### config.mk
export PLATFORM = sky130hd
export DESIGN_NAME = fetch_align
export DESIGN_NICKNAME = d
export VERILOG_FILES = /design/src/rtl/fetch_align_pkg.sv /design/src/rtl/fa_len_decode.sv /design/src/rtl/fa_byte_sel.sv /design/src/rtl/fetch_align.sv
export SDC_FILE = /design/constraint.sdc
export NUM_CORES = 1
export LEC_CHECK = 0
export BUFFER_PORTS_ARGS = -buffer_cell sky130_fd_sc_hd__clkbuf_2
export CAP_MARGIN = 25
export CORE_MARGIN = 5
export CORE_UTILIZATION = 53
export DETAILED_ROUTE_END_ITERATION = 7
export PLACE_DENSITY = 0.81
export SYNTH_ARGS = -nofsm -noshare
export SYNTH_HDL_FRONTEND = slang
export SYNTH_SLANG_ARGS = --single-unit
### constraint.sdc
create_clock -name clk_i -period 5.4 [get_ports clk_i]
set_input_delay 0 -clock clk_i [delete_from_list [all_inputs] [get_ports clk_i]]
set_output_delay 0 -clock clk_i [all_outputs]
set_load 0.03 [all_outputs]
### src/rtl/fetch_align_pkg.sv
package fetch_align_pkg;
  typedef enum logic [1:0] {
    ST_IDLE   = 2'd0,
    ST_FIRST  = 2'd1,
    ST_SECOND = 2'd2,
    ST_OUT    = 2'd3
  } fa_state_e;

  localparam int unsigned SLOTS = 3;
endpackage

### src/rtl/fa_len_decode.sv
module fa_len_decode (
  input  logic [7:0] op_i,
  output logic [1:0] len_o
);
  logic [2:0] mode;
  assign mode = op_i[4:2];

  always_comb begin
    len_o = 2'd1;
    unique case (op_i[1:0])
      2'b01: len_o = (mode == 3'b011 || mode == 3'b110 || mode == 3'b111) ? 2'd3 : 2'd2;
      2'b10: begin
        if (mode == 3'b011 || mode == 3'b111)                        len_o = 2'd3;
        else if (mode == 3'b010 || mode == 3'b100 || mode == 3'b110) len_o = 2'd1;
        else                                                          len_o = 2'd2;
      end
      2'b00: begin
        if (op_i == 8'h20 || mode == 3'b011 || mode == 3'b111)       len_o = 2'd3;
        else if (mode == 3'b010 || mode == 3'b110)                   len_o = 2'd1;
        else if (mode == 3'b000 && !(op_i[7] && (op_i[6] || op_i[5]))) len_o = 2'd1;
        else                                                          len_o = 2'd2;
      end
      default: len_o = 2'd1;
    endcase
  end
endmodule

### src/rtl/fa_byte_sel.sv
module fa_byte_sel #(
  parameter int unsigned LINE_BYTES = 4,
  localparam int unsigned OFF_W = $clog2(LINE_BYTES)
) (
  input  logic [LINE_BYTES*8-1:0] line_i,
  input  logic [OFF_W-1:0]        idx_i,
  output logic [7:0]              byte_o
);
  assign byte_o = line_i[idx_i*8 +: 8];
endmodule

### src/rtl/fetch_align.sv
module fetch_align
  import fetch_align_pkg::*;
#(
  parameter int unsigned ADDR_W     = 16,
  parameter int unsigned LINE_BYTES = 4,
  localparam int unsigned OFF_W  = $clog2(LINE_BYTES),
  localparam int unsigned LINE_W = ADDR_W - OFF_W,
  localparam int unsigned CNT_W  = OFF_W + 1
) (
  input  logic                    clk_i,
  input  logic                    rst_ni,
  input  logic                    fetch_req_i,
  input  logic                    flush_i,
  input  logic [ADDR_W-1:0]       pc_i,
  output logic                    mem_req_o,
  output logic [LINE_W-1:0]       mem_line_o,
  input  logic                    mem_valid_i,
  input  logic [LINE_BYTES*8-1:0] mem_data_i,
  output logic                    pkt_valid_o,
  input  logic                    pkt_ready_i,
  output logic [7:0]              pkt_opcode_o,
  output logic [7:0]              pkt_op1_o,
  output logic [7:0]              pkt_op2_o,
  output logic [1:0]              pkt_len_o,
  output logic [ADDR_W-1:0]       pc_next_o
);
  fa_state_e                state_q;
  logic [ADDR_W-1:0]        pc_q;
  logic [SLOTS-1:0][7:0]    slot_q;
  logic [1:0]               len_q;
  logic [1:0]               have_q;

  logic [OFF_W-1:0]         off;
  logic [CNT_W-1:0]         avail;
  logic [OFF_W-1:0]         sel_idx  [SLOTS];
  logic [7:0]               sel_byte [SLOTS];
  logic [1:0]               dec_len;
  logic [1:0]               take;
  logic                     straddle;

  assign off      = pc_q[OFF_W-1:0];
  assign avail    = CNT_W'(LINE_BYTES) - CNT_W'(off);
  assign straddle = int'(dec_len) > int'(avail);
  assign take     = straddle ? 2'(avail) : dec_len;

  // Slot j: first line starts at the PC offset, second line continues at byte 0.
  for (genvar j = 0; j < SLOTS; j++) begin : g_slot
    assign sel_idx[j] = (state_q == ST_SECOND) ? OFF_W'(j) - OFF_W'(have_q)
                                               : off + OFF_W'(j);
    fa_byte_sel #(.LINE_BYTES(LINE_BYTES)) u_sel (
      .line_i (mem_data_i),
      .idx_i  (sel_idx[j]),
      .byte_o (sel_byte[j])
    );
  end

  fa_len_decode u_dec (
    .op_i  (sel_byte[0]),
    .len_o (dec_len)
  );

  always_ff @(posedge clk_i or negedge rst_ni) begin
    if (!rst_ni) begin
      state_q <= ST_IDLE;
      pc_q    <= '0;
      slot_q  <= '0;
      len_q   <= '0;
      have_q  <= '0;
    end else if (flush_i) begin
      state_q <= ST_FIRST;
      pc_q    <= pc_i;
      slot_q  <= '0;
      len_q   <= '0;
      have_q  <= '0;
    end else begin
      unique case (state_q)
        ST_IDLE: if (fetch_req_i) begin
          state_q <= ST_FIRST;
          pc_q    <= pc_i;
          slot_q  <= '0;
        end
        ST_FIRST: if (mem_valid_i) begin
          len_q  <= dec_len;
          have_q <= take;
          for (int j = 0; j < SLOTS; j++)
            if (2'(j) < take) slot_q[j] <= sel_byte[j];
          state_q <= straddle ? ST_SECOND : ST_OUT;
        end
        ST_SECOND: if (mem_valid_i) begin
          for (int j = 0; j < SLOTS; j++)
            if (2'(j) >= have_q && 2'(j) < len_q) slot_q[j] <= sel_byte[j];
          state_q <= ST_OUT;
        end
        ST_OUT: if (pkt_ready_i) begin
          if (fetch_req_i) begin
            state_q <= ST_FIRST;
            pc_q    <= pc_i;
            slot_q  <= '0;
          end else begin
            state_q <= ST_IDLE;
          end
        end
        default: state_q <= ST_IDLE;
      endcase
    end
  end

  assign mem_req_o    = (state_q == ST_FIRST) || (state_q == ST_SECOND);
  assign mem_line_o   = pc_q[ADDR_W-1:OFF_W] + LINE_W'(state_q == ST_SECOND);
  assign pkt_valid_o  = (state_q == ST_OUT);
  assign pkt_opcode_o = slot_q[0];
  assign pkt_op1_o    = slot_q[1];
  assign pkt_op2_o    = slot_q[2];
  assign pkt_len_o    = len_q;
  assign pc_next_o    = pc_q + ADDR_W'(len_q);
endmodule

== Word level (Yosys, flattened, before mapping) ==
Index checks and enable logic that the tools add are counted.

* Flip-flop bits (word level): 46
* Input bits: 54
* Output and inout bits: 58
* Logic and storage cells: 118

* Add/sub/neg operators: 8
* Order comparisons: 10
* Equal/unequal tests: 21
* Shifts and indexed selects: 3
* Muxes and demuxes: 41
* Reduce and logical (&&, ||, !) cells: 28

{| class="wikitable"
|+ Operators with widths
! cell !! count
|-
| $mux 24 || 5
|-
| $pmux 24 s4 || 1
|-
| $shiftx 32x6->8 || 3
|-
| $mux 16 || 3
|-
| $mux 8 || 6
|-
| $mux 2 || 20
|-
| $pmux 16 s2 || 1
|-
| $ne 3x3->1 const B || 6
|-
| $add 16x2->16 || 1
|-
| $reduce_and 5->1 || 3
|-
| $add 14x1->14 || 1
|-
| $ne 3x2->1 const B || 4
|-
| $logic_or 1x1->1 || 10
|-
| $eq 3x3->1 const B || 3
|-
| $eq 8x6->1 const B || 1
|-
| $lt 1x2->1 const A || 4
|-
| $pmux 2 s4 || 1
|-
| $eq 2x2->1 const B || 3
|-
| $eq 3x2->1 const B || 2
|-
| $pmux 2 s3 || 1
|-
| $logic_and 1x1->1 || 5
|-
| $eq 2x1->1 const B || 2
|-
| $ge 1x2->1 const A || 2
|-
| $logic_not 2->1 || 2
|-
| other kinds (15) || 21
|}

== Longest topological paths before layout ==
Gate-level depths: netlist (run 1).

* Word-level depth: 18
* Gate-level depth with buffers: 18
* Mapped depth without buffers: 15

== Cells and area by module ==
A second synthesis (run 1) with hierarchy kept.

* Cells, all modules: 337
* Area, all modules: 3,542.1 µm²

{| class="wikitable"
|+ By module, submodules not included
! module !! times used !! cells each !! area an instance (µm²) !! sequential area each (µm²)
|-
| fetch_align || 1 || 293 || 2,859.0 || 1,151.1
|-
| fa_byte_sel || 3 || 10 || 196.4 || 0.0
|-
| fa_len_decode || 1 || 14 || 93.8 || 0.0
|}

== Least setup slack after synthesis (run 1) ==
Ideal clock, no wire load.

* Path kind: reg2reg
* From: register state_q[0]
* To: register slot_q, in the netlist pkt_opcode_o[7]
* Setup time: 125 ps
* Arrival time: 4,086 ps
* Required time: 5,275 ps
* Path slack: 1,190 ps
* Stages on the path, launching flop included: 18
* Buffers on the path: 3
* Clock period less this slack: 4,210 ps
* Path through: dfrtp_1 inv_1 ha_1 buf_6 mux2i_4 buf_4 buf_4 mux2i_1 o21ai_0 o31ai_4 inv_2 ha_1 nor2b_1 o21a_1 a311oi_1 nand3b_1 a2bb2oi_4 mux2_2

* Cells in the longest elaborated chain, start to end: 16
* Elaborated cells between the ends (all ways): 50
* Classes of those cells: order compare (2); eq/ne (16); shift (1); mux (15); reduce/logical (16)

{| class="wikitable"
|+ RTL lines
! element !! RTL line !! source
|-
| start: declaration || fetch_align.sv:27 || <nowiki>fa_state_e state_q;</nowiki>
|-
| start signal: assignment || fetch_align.sv:87 || <nowiki>state_q <= straddle ? ST_SECOND : ST_OUT;</nowiki>
|-
| $eq 2x2->1 || fetch_align.sv:48, fetch_align.sv:76 ||
|-
| $mux 2 || fetch_align.sv:48 || <nowiki>assign sel_idx[j] = (state_q == ST_SECOND) ? OFF_W'(j) - OFF_W'(have_q)</nowiki>
|-
| $shiftx 32x6->8 || fa_byte_sel.sv:9 || <nowiki>assign byte_o = line_i[idx_i*8 +: 8];</nowiki>
|-
| $logic_or 1x1->1 || fa_len_decode.sv:20 || <nowiki>else if (mode == 3'b000 && !(op_i[7] && (op_i[6] || op_i[5]))) len_o = 2'd1;</nowiki>
|-
| $logic_and 1x1->1 || fa_len_decode.sv:20 ||
|-
| $logic_not 1->1 || fa_len_decode.sv:20 ||
|-
| $logic_and 1x1->1 || fa_len_decode.sv:20 ||
|-
| $mux 2 || fa_len_decode.sv:20 ||
|-
| $mux 2 || fa_len_decode.sv:19 || <nowiki>else if (mode == 3'b010 || mode == 3'b110) len_o = 2'd1;</nowiki>
|-
| $mux 2 || fa_len_decode.sv:18 || <nowiki>if (op_i == 8'h20 || mode == 3'b011 || mode == 3'b111) len_o = 2'd3;</nowiki>
|-
| $pmux 2 s3 || fa_len_decode.sv:10 || <nowiki>unique case (op_i[1:0])</nowiki>
|-
| $gt 2x3->1 || fetch_align.sv:43 || <nowiki>assign straddle = int'(dec_len) > int'(avail);</nowiki>
|-
| $mux 2 || fetch_align.sv:44 || <nowiki>assign take = straddle ? 2'(avail) : dec_len;</nowiki>
|-
| $lt 1x2->1 || fetch_align.sv:86 || <nowiki>if (2'(j) < take) slot_q[j] <= sel_byte[j];</nowiki>
|-
| $ne 3x3->1 (no source line) || n/a ||
|-
| $reduce_and 5->1 (no source line) || n/a ||
|-
| end signal: indexed assignment || fetch_align.sv:86 ||
|-
| end signal: indexed assignment || fetch_align.sv:91 || <nowiki>if (2'(j) >= have_q && 2'(j) < len_q) slot_q[j] <= sel_byte[j];</nowiki>
|-
| end: declaration || fetch_align.sv:29 || <nowiki>logic [SLOTS-1:0][7:0] slot_q;</nowiki>
|}

Several ways; a longest one is shown, not always the timed one. The select of a mux whose other input is x is not followed.
A chain may end at the register's enable or synchronous reset.

== Worst setup path after layout (run 1) ==
Ends and elaborated chain as after synthesis.

==> results of run 1 <==
==> stage by stage <==
stage / area, um^2 / setup WS, ps / util, % / hold slack, ps / power (mW)
after floorplan: 3840 / 1190 / - / -296 / 1.68
after global placement: 4490 / 610 / 62.9 / 114 / 2.00
after detailed placement: 4490 / 456 / 62.9 / 126 / 2.04
after CTS: 4800 / 390 / 67.3 / 4.54 / 2.38
after global routing: 4810 / 52.8 / 67.4 / 4.64 / 2.53
final: 4810 / 367 / 67.4 / 17.5 / 2.38
==> state kept, by name, indices dropped and copies added, names as in the netlist <==
name,cells
have_q,2
pc_q,16
pkt_len_o,2
pkt_op1_o,8
pkt_op2_o,8
pkt_opcode_o,8
state_q,2
==> path summary, 6_finish.rpt <==
path | from | to
max in group asynchronous | rst_ni | pkt_op2_o[6]
worst max-delay path | state_q[0] | pkt_opcode_o[7]
worst min register to register | pkt_op1_o[7] | pkt_op1_o[7]
worst min-delay path | mem_valid_i | pkt_len_o[0]
worst max register to register | state_q[0] | pkt_opcode_o[7]
min in group asynchronous | rst_ni | pc_q[3]
==> cell usage in the layout (no fill, tap or decap), types with 2 or more instances in the layout <==
master / netlist / final
clkbuf_2: 0 / 111
dfrtp_1: 46 / 46
nor2_1: 34 / 34
mux2i_1: 34 / 33
nand2_1: 30 / 30
inv_1: 28 / 28
mux2_2: 22 / 22
a211oi_1: 18 / 18
nor2b_1: 17 / 17
dlygate4sd3_1: 0 / 17
xnor2_1: 15 / 15
ha_1: 15 / 15
mux4_2: 14 / 14
xor2_1: 11 / 11
nand3_1: 10 / 10
a21oi_1: 8 / 8
a22o_1: 8 / 8
buf_4: 3 / 8
o21ai_0: 6 / 6
clkbuf_8: 0 / 6
nand3b_1: 4 / 4
nand4_1: 4 / 4
nand2b_1: 4 / 4
o311ai_0: 3 / 3
and3_1: 3 / 3
nor3_1: 3 / 3
mux2i_4: 2 / 2
a311o_1: 2 / 2
a311oi_1: 2 / 2
a31oi_1: 2 / 2
bufinv_16: 0 / 2
==> kinds of logic after synthesis <==
family	share of synthesized area (%)
compound gates	14.1
xor+xnor	5.93
fa+ha+maj	5.41
buf+inv	5.12
flops	30.0
mux	25.4
simple gates	14.0
==> worst max-delay path, cell delays in order (launching register included) <==
cell	delay (ps)
dfrtp_1	430
inv_1	120
ha_1	550
mux2i_4	590
buf_4	310
o311ai_0	150
a211oi_1	550
nor2_1	130
nor2b_1	250
ha_1	290
a21oi_1	180
o21ai_0	190
nor3_1	330
nor2_1	130
a2bb2oi_4	340
mux2_2	370
==> power groups by stage <==
stage,logic (mW),clock network [mW],registers [mW]
floorplan,1.07,0,0.605
finish,1.54,0.313,0.530
CTS,1.53,0.321,0.528
global route,1.65,0.331,0.543
global placement,1.47,0,0.528
detailed placement,1.51,0,0.534
==> final cells by class <==
class                      count  area (um^2)  area share (%)
timing repair buffer         136          786            16.3
inverter                      29          109            2.26
sequential                    46         1150            23.9
clock buffer                   6         82.6            1.72
multi-input combinational    292         2500            51.9
clock inverter                 2         60.1            1.25
tap                           99          124            2.58
==> routing by layer <==
metal | vias up | share of wire, %
met2 | 196 | 47
li1 | 1631 | -
met5 | - | 0
met4 | 0 | 2.1
met1 | 1650 | 42
met3 | 24 | 8.5
==> flow_metrics.env, run 1 <==
export IMPL_critPathRequiredTime_ps=5590
export IMPL_yosys_warnings=0
export IMPL_setup_violations=0
export IMPL_path_class="reg2reg"
export IMPL_cts_root_buf="clkbuf_8"
export IMPL_cts_buffer_depth=2
export IMPL_whs_path_depth=2
export IMPL_clkLatencyLatePin_ps=300
export IMPL_fmax_ghz=0.199
export IMPL_p_seq_share_pct=22.2
export IMPL_r2r_slack_ps=370
export IMPL_initial_utilization_pct=53.8
export IMPL_drtIter0Drc=184
export IMPL_syn_nets=455
export IMPL_core_area_mm2=0.00714
export IMPL_yosys_top_cells_area="dfrtp_1, mux2i_1, mux4_2"
export IMPL_fp_dieH_um=95.1
export IMPL_finClkSkew_ps=4.43
export IMPL_gp_congestion=0.907
export IMPL_grt_busiest_layer="met2"
export IMPL_synth_most_common_cell="dfrtp_1"
export IMPL_h_tree_depth=2
export IMPL_p_comb_share_pct=64.6
export IMPL_vias=3501
export IMPL_hp_class="in2reg"
export IMPL_crit_fanout=16
export IMPL_synthArstFlopShare_pct=100
export IMPL_power_density_mw_per_mm2=496
export IMPL_yosysSeqAreaShare_pct=30.0
export IMPL_drv_slew=0
export IMPL_worst_pin_slew_ps=612
export IMPL_hold_viol_final=0
export IMPL_synth_top_area_share_pct=30.0
export IMPL_fp_row_count=31
export IMPL_ir_drop_v=0.000203
export IMPL_post_cts_buffers=0
export IMPL_cts_tree="yes"
export IMPL_numCtsBuffers=5
export IMPL_wire_per_inst_um=17.1
export IMPL_diodes=0
export IMPL_syn_cell_area_mm2=0.00384
export IMPL_die_area_mm2=0.00905
export IMPL_grt_overflow=0
export IMPL_startpoint_type="flip-flop"
export IMPL_antenna_found_initial=0
export IMPL_syn_avg_cell_area_um2=9.97
export IMPL_met2_usage_pct=39.9
export IMPL_ant_nets=0
export IMPL_synth_top_area_cell="dfrtp_1"
export IMPL_area_growth_pct=25.2
export IMPL_end_kind="flip-flop"
export IMPL_synth_commonest_cells="dfrtp_1, mux2i_1, nor2_1"
export IMPL_pin_count=112
export IMPL_synthCells=385
export IMPL_worst_r2r_cell_count=15
export IMPL_yosysUniqueCellTypes=53
export IMPL_switching_share_pct=48.0
export IMPL_dp_hpwl_um=8010
export IMPL_grt_pass1_wl_um=16800
export IMPL_drv_cap=0
export IMPL_period_share_pct=93.2
export IMPL_cts_num_sinks=46
export IMPL_routed_wl_um=10400
export IMPL_fin_nets=580
export IMPL_drc=0
export IMPL_dpl_cell_count=584
export IMPL_clk_pin_slew_ps=90
export IMPL_p_clk_share_pct=13.1
export IMPL_grt_pass1_vias=3550
export IMPL_min_period_ps=5030
export IMPL_ctsResizeCount=0
export IMPL_io_buffer_count=111
export IMPL_tns_ps=0
export IMPL_met1_usage_pct=30.6
export IMPL_p_leak_nw=2.26
export IMPL_grtUsageTotal_pct=23.3
export IMPL_grt_start_max_net_pins=47
export IMPL_drive_gt1_share_pct=34.4
export IMPL_synth_seq_cells=46
export IMPL_die_x_um=95.1
export IMPL_p_int_mw=1.24
export IMPL_maxSlewHeadroom_pct=58.3
export IMPL_viasPerCell=5.74
export IMPL_synthFlopType="dfrtp_1"
export IMPL_status="finished, final reports clean"
export IMPL_synth_edf_count=0
export IMPL_nFillCells=595
export IMPL_finalNonFillerCells=610
export IMPL_postCtsHoldBufs=17
export IMPL_p_switching_mw=1.14
export IMPL_rsz0062_at_grt="false"
export IMPL_detail_route_first_pass_iterations=6
export IMPL_cp_arrival_ps=5220
export IMPL_grtUsageMet3_pct=3.39
No activity file was read; power rests on OpenSTA's default activity.
==> run 2: changes to the inputs <==
--- a/config.mk
+++ b/config.mk
@@ -8,9 +8,9 @@
 export BUFFER_PORTS_ARGS = -buffer_cell sky130_fd_sc_hd__clkbuf_2
 export CAP_MARGIN = 25
 export CORE_MARGIN = 5
-export CORE_UTILIZATION = 53
+export CORE_UTILIZATION = 50
 export DETAILED_ROUTE_END_ITERATION = 7
-export PLACE_DENSITY = 0.81
+export PLACE_DENSITY = 0.77
 export SYNTH_ARGS = -nofsm -noshare
 export SYNTH_HDL_FRONTEND = slang
 export SYNTH_SLANG_ARGS = --single-unit
==> run 2 against run 1 <==
Compared with the run above:
- worst setup slack better by 110 ps
- global-route usage down 1.3 points
- via count is 1.7% lower
- critical path depth stayed put
- count of clock-buffer cells in the layout shrank 1
- die area is 5.4% higher
- largest cell class unchanged
==> flow_metrics.env, run 2 (synthesis gave the netlist of run 1 again) <==
export IMPL_status="finished, final reports clean"
export IMPL_p_leak_nw=2.23
export IMPL_wire_per_inst_um=16.7
export IMPL_cts_tree="yes"
export IMPL_p_int_mw=1.13
export IMPL_dr_wl_met3_um=837
export IMPL_drc=0
export IMPL_fin_nets=581
export IMPL_startpoint_type="flip-flop"
export IMPL_fmax_ghz=0.203
export IMPL_hold_viol_final=0
export IMPL_critPathRequiredTime_ps=5590
export IMPL_core_area_mm2=0.00761
export IMPL_grt_overflow=0
export IMPL_ctsResizeCount=0
export IMPL_clkLatencyLatePin_ps=300
export IMPL_power_density_mw_per_mm2=473
export IMPL_dpl_cell_count=588
export IMPL_p_switching_mw=1.12
export IMPL_gp_congestion=0.866
export IMPL_fp_row_count=32
export IMPL_finClkSkew_ps=11.5
export IMPL_ir_drop_v=0.000208
export IMPL_tns_ps=0
export IMPL_finalNonFillerCells=613
export IMPL_final_util_pct=62.5
export IMPL_cts_root_buf="clkbuf_8"
export IMPL_final_common_cell="clkbuf_2"
export IMPL_grt_pass1_wl_um=17300
export IMPL_cts_num_sinks=46
export IMPL_fp_dieH_um=97.6
export IMPL_dp_slack_ps=524
export IMPL_worst_pin_slew_ps=598
export IMPL_nFillCells=620
export IMPL_min_period_ps=4920
export IMPL_clk_pin_slew_ps=90
export IMPL_fin_ws_ps=481
export IMPL_drt_met1_wl_um=4430
export IMPL_period_share_pct=91.1
export IMPL_pin_count=112
export IMPL_drv_cap=0
export IMPL_end_kind="flip-flop"
export IMPL_maxSlewHeadroom_pct=60.2
export IMPL_diodes=0
export IMPL_hold_ws_ps=52.6
export IMPL_fin_area_mm2=0.00476
export IMPL_switching_share_pct=49.8
export IMPL_total_power_mw=2.25
export IMPL_p_comb_share_pct=67.6
export IMPL_detail_route_first_pass_iterations=4
export IMPL_h_tree_depth=2
export IMPL_rsz0062_at_grt="false"
export IMPL_vias=3440
export IMPL_area_growth_pct=23.9
export IMPL_setup_violations=0
export IMPL_die_area_mm2=0.00953
export IMPL_drtIter0Drc=154
export IMPL_post_cts_buffers=0
export IMPL_most_common_layout_cells="clkbuf_2, dfrtp_1, nor2_1"
export IMPL_routed_top_layer="met4"
export IMPL_io_buffer_count=111
export IMPL_drive_gt1_share_pct=34.2
export IMPL_largest_reg_flops=16
export IMPL_postCtsHoldBufs=18
export IMPL_grtUsageTotal_pct=22.0
export IMPL_viasPerCell=5.61
export IMPL_largest_register="pc_q"
export IMPL_initial_utilization_pct=50.5
export IMPL_crit_fanout=10
export IMPL_drv_slew=0
export IMPL_path_class="reg2reg"
export IMPL_numCtsBuffers=5
export IMPL_p_seq_share_pct=23.5
export IMPL_routed_wl_um=10300
export IMPL_cts_buffer_depth=2
export IMPL_grt_start_max_net_pins=47
export IMPL_grt_pass1_vias=3488
export IMPL_wl_met2_um=4830
export IMPL_antenna_found_initial=0
export IMPL_dp_hpwl_um=8040
export IMPL_hp_class="in2reg"
export IMPL_ant_nets=0
export IMPL_p_clk_share_pct=8.9
export IMPL_place_area_mm2=0.00450
export IMPL_cp_arrival_ps=5110
export IMPL_die_x_um=97.6
## run 2: changes by cell type in the layout (fill, tap and decap cells not counted), sizes merged
| cell | before | now |
|---|---|---|
| bufinv | 2 | 0 |
| clkinv | 0 | 2 |
| clkbuf | 117 | 116 |
| dlygate4sd3 | 17 | 18 |
## run 2: worst paths after layout
check,start,endpoint,slack [ps],depth (start not counted)
max,state_q[0],pkt_opcode_o[7],480,15
min,flush_i,pkt_len_o[0],50,2
max reg2reg,state_q[0],pkt_opcode_o[7],480,15
min reg2reg,pkt_opcode_o[4],pkt_opcode_o[4],500,1
max in group asynchronous,rst_ni,pkt_op2_o[4],4680,3
min in group asynchronous,rst_ni,pc_q[5],320,3
## run 2: critical path, cell delays in order (launching register included)
cell and delay, ps:
dfrtp_1 430, inv_1 130, ha_1 550, mux2i_4 530, buf_4 270, mux2i_1 340
o21ai_0 250, o31ai_4 350, inv_2 80, ha_1 290, nor2b_1 150, o21a_1 210
a311oi_1 260, nand3b_1 230, a2bb2oi_4 360, mux2_2 380
## run 2: area by class of cell
type,count,area (um^2),area share (%)
clock inverter,2,10.0,0.210
multi-input combinational,292,2500,52.5
timing repair buffer,137,796,16.7
inverter,29,109,2.29
sequential,46,1150,24.2
clock buffer,5,68.8,1.45
tap,102,128,2.68
## run 2: power by group through the flow
stage,clock [mW],sequential (mW),combinational [mW]
2_1_floorplan,0,0.605,1.07
3_3_place_gp,0,0.529,1.48
3_5_place_dp,0,0.534,1.51
4_1_cts,0.207,0.528,1.52
5_1_grt,0.223,0.541,1.65
6_report,0.200,0.529,1.52
## run 2: layer usage
layer / up-vias / track usage, %
li1: 1638 / -
met1: 1630 / 28.7
met2: 163 / 37.0
met3: 9 / 4.74
met4: 0 / 5.64
met5: - / 0
==> run 3: changes to the inputs <==
--- a/config.mk
+++ b/config.mk
@@ -5,12 +5,13 @@
 export SDC_FILE = /design/constraint.sdc
 export NUM_CORES = 1
 export LEC_CHECK = 0
+export ABC_AREA = 1
 export BUFFER_PORTS_ARGS = -buffer_cell sky130_fd_sc_hd__clkbuf_2
 export CAP_MARGIN = 25
 export CORE_MARGIN = 5
 export CORE_UTILIZATION = 50
 export DETAILED_ROUTE_END_ITERATION = 7
-export PLACE_DENSITY = 0.77
+export PLACE_DENSITY = 0.78
 export SYNTH_ARGS = -nofsm -noshare
 export SYNTH_HDL_FRONTEND = slang
 export SYNTH_SLANG_ARGS = --single-unit
==> run 3 against run 2 <==
Compared with the run above:
- synthesized area down 2.0%
- routed wire length up 8.2%
- clock skew grew 9.4 ps
- global-route usage increased by 1.6 points
- count of clock-buffer cells in the layout rose by 2
- final cell count up 21%
- register-to-register slack improved by 490 ps
- hold slack improved by 8.2 ps
- critical endpoint is now pkt_op1_o[2]
- largest power group unchanged
==> flow_metrics.env, run 3 <==
export IMPL_endpoint="pkt_op1_o[2]"
export IMPL_syn_cell_area_mm2=0.00376
export IMPL_ant_nets=0
export IMPL_cts_num_sinks=46
export IMPL_fp_dieH_um=96.8
export IMPL_status="finished, final reports clean"
export IMPL_final_common_cell="nand2_1"
export IMPL_largest_register="pc_q"
export IMPL_grt_pass1_vias=3981
export IMPL_worst_r2r_cell_count=26
export IMPL_initial_utilization_pct=51.6
export IMPL_viasPerCell=5.35
export IMPL_post_cts_buffers=0
export IMPL_critPathRequiredTime_ps=5600
export IMPL_drc=0
export IMPL_grtUsageTotal_pct=23.6
export IMPL_cp_arrival_ps=4630
export IMPL_synth_commonest_cells="nand2_1, nand3_1, inv_1"
export IMPL_grt_pass1_wl_um=18700
export IMPL_cts_root_buf="clkbuf_8"
export IMPL_yosys_top_cells_area="dfrtp_1, nand2_1, nand3_1"
export IMPL_dp_hpwl_um=8430
export IMPL_h_tree_depth=2
export IMPL_hold_viol_final=0
export IMPL_postCtsHoldBufs=17
export IMPL_finalNonFillerCells=739
export IMPL_pin_count=112
export IMPL_worst_pin_slew_ps=1000
export IMPL_min_period_ps=4430
export IMPL_drv_slew=0
export IMPL_path_class="reg2reg"
export IMPL_clkLatencyLatePin_ps=320
export IMPL_synthCells=518
export IMPL_fp_row_count=31
export IMPL_crit_fanout=33
export IMPL_ir_drop_v=0.000295
export IMPL_numCtsBuffers=5
export IMPL_clk_pin_slew_ps=100
export IMPL_grt_overflow=0
export IMPL_drv_cap=0
export IMPL_vias=3956
export IMPL_synth_edf_count=0
export IMPL_synthFlopType="dfrtp_1"
export IMPL_die_area_mm2=0.00936
export IMPL_setup_violations=0
export IMPL_r2r_start="state_q[0]"
export IMPL_rsz0062_at_grt="false"
export IMPL_setup_worst_path_start="state_q[0]"
export IMPL_fmax_ghz=0.226
export IMPL_r2r_end="pkt_op1_o[2]"
export IMPL_cts_buffer_depth=2
export IMPL_core_area_mm2=0.00729
export IMPL_diodes=0
export IMPL_synth_top_area_cell="dfrtp_1"
export IMPL_fin_nets=709
export IMPL_power_density_mw_per_mm2=687
export IMPL_syn_nets=588
export IMPL_p_leak_nw=2.51
export IMPL_yosys_warnings=0
export IMPL_hp_class="in2reg"
export IMPL_yosysUniqueCellTypes=42
export IMPL_most_common_layout_cells="nand2_1, clkbuf_2, nand3_1"
export IMPL_syn_avg_cell_area_um2=7.27
export IMPL_largest_reg_flops=16
export IMPL_grt_start_max_net_pins=47
export IMPL_synthArstFlopShare_pct=100
export IMPL_dpl_cell_count=713
export IMPL_yosysSeqAreaShare_pct=30.6
export IMPL_area_growth_pct=23.3
export IMPL_end_kind="flip-flop"
export IMPL_synth_top_area_share_pct=30.6
export IMPL_synth_most_common_cell="nand2_1"
export IMPL_cts_tree="yes"
export IMPL_routed_wl_um=11100
export IMPL_ctsResizeCount=0
export IMPL_startpoint_type="flip-flop"
export IMPL_gp_congestion=0.957
export IMPL_antenna_found_initial=0
export IMPL_r2r_slack_ps=970
export IMPL_tns_ps=0
export IMPL_synth_seq_cells=46
export IMPL_drtIter0Drc=336
export IMPL_period_share_pct=82.0
export IMPL_drive_gt1_share_pct=26.1
export IMPL_detail_route_first_pass_iterations=5
export IMPL_finClkSkew_ps=21.0
export IMPL_die_x_um=96.8
export IMPL_maxSlewHeadroom_pct=32.9
export IMPL_io_buffer_count=111
export IMPL_wire_per_inst_um=15.0
==> run 3: how the worst min path moves through the flow <==
stage | startpoint | end | slack [ps] | cells after the start
after floorplan | rst_ni | have_q[0] | -300 | 0
after global placement | rst_ni | pkt_op2_o[6] | 120 | 2
after detailed placement | rst_ni | pkt_op2_o[6] | 130 | 2
after CTS | mem_data_i[30] | pkt_op1_o[6] | 70 | 5
after global routing | mem_data_i[30] | pkt_op1_o[6] | 130 | 5
final | mem_data_i[30] | pkt_op1_o[6] | 60 | 5
==> run 3: where the power goes <==
group | total (mW) | leakage [nW] | internal, mW | switching [mW]
logic | 2.37 | 1.89 | 0.720 | 1.65
clock network | 0.225 | 0.0482 | 0.104 | 0.121
registers | 0.588 | 0.578 | 0.467 | 0.121
==> run 3: cell families (layout without fill, tap and decap cells) <==
kind of cell | Yosys count | count (layout) | share of synthesized area [%]
XOR/XNOR | 25 | 25 | 5.82
flip-flops | 46 | 46 | 30.6
multiplexers | 10 | 10 | 2.89
adder cells (fa/ha/maj) | 16 | 16 | 5.52
buffers and inverters | 68 | 190 | 8.18
AO/OA/AOI/OAI | 76 | 76 | 12.4
AND/OR/NAND/NOR | 277 | 277 | 34.6
==> run 3: per-stage QoR <==
stage	hold WS, ps	instance area (um^2)	util (%)	total power, mW	worst slack [ps]
after floorplan	-296	3760	-	2.39	2160
after global routing	128	4640	63.6	3.47	584
after CTS	65.7	4630	63.5	3.16	1050
after global placement	119	4370	59.9	2.84	1350
final	60.8	4640	63.6	3.19	971
after detailed placement	133	4370	59.9	2.91	1160
==> run 3: worst max-delay path, stage by stage (launching register included) <==
cell and delay, ps:
dfrtp_1 400, inv_1 130, ha_1 580, nand2_4 250, nand2_4 380, nand2_1 140
nand3_1 100, nand2_1 140, nand2_2 140, nor2_1 60, nand2_1 60, nand2_1 70
inv_1 60, nand2_1 70, nand2_1 110, inv_1 70, ha_1 320, inv_1 50
o21bai_1 110, and2_0 280, inv_1 140, nand3_1 130, nand3_2 90, nand2_4 210
inv_8 80, nand3b_1 110, nand2_1 60
==> run 3: final cells by class <==
type                            instances  area [um^2]
Fill cell                             688         2650
Clock buffer                            7         86.3
Inverter                               52          210
Tap cell                               99          124
Clock inverter                          1         5.00
Sequential cell                        46         1150
Multi-Input combinational cell        404         2320
Timing Repair Buffer                  130          741
==> run 3: metal layers <==
metal	vias to the layer above	GRT usage (%)	share of wire [%]	routed length [um]
li1	1942	-	-	-
met1	1803	30.1	41	4570
met2	182	40.7	50	5510
met3	29	4.60	7.0	782
met4	0	6.16	2.1	232
met5	-	0	0	0
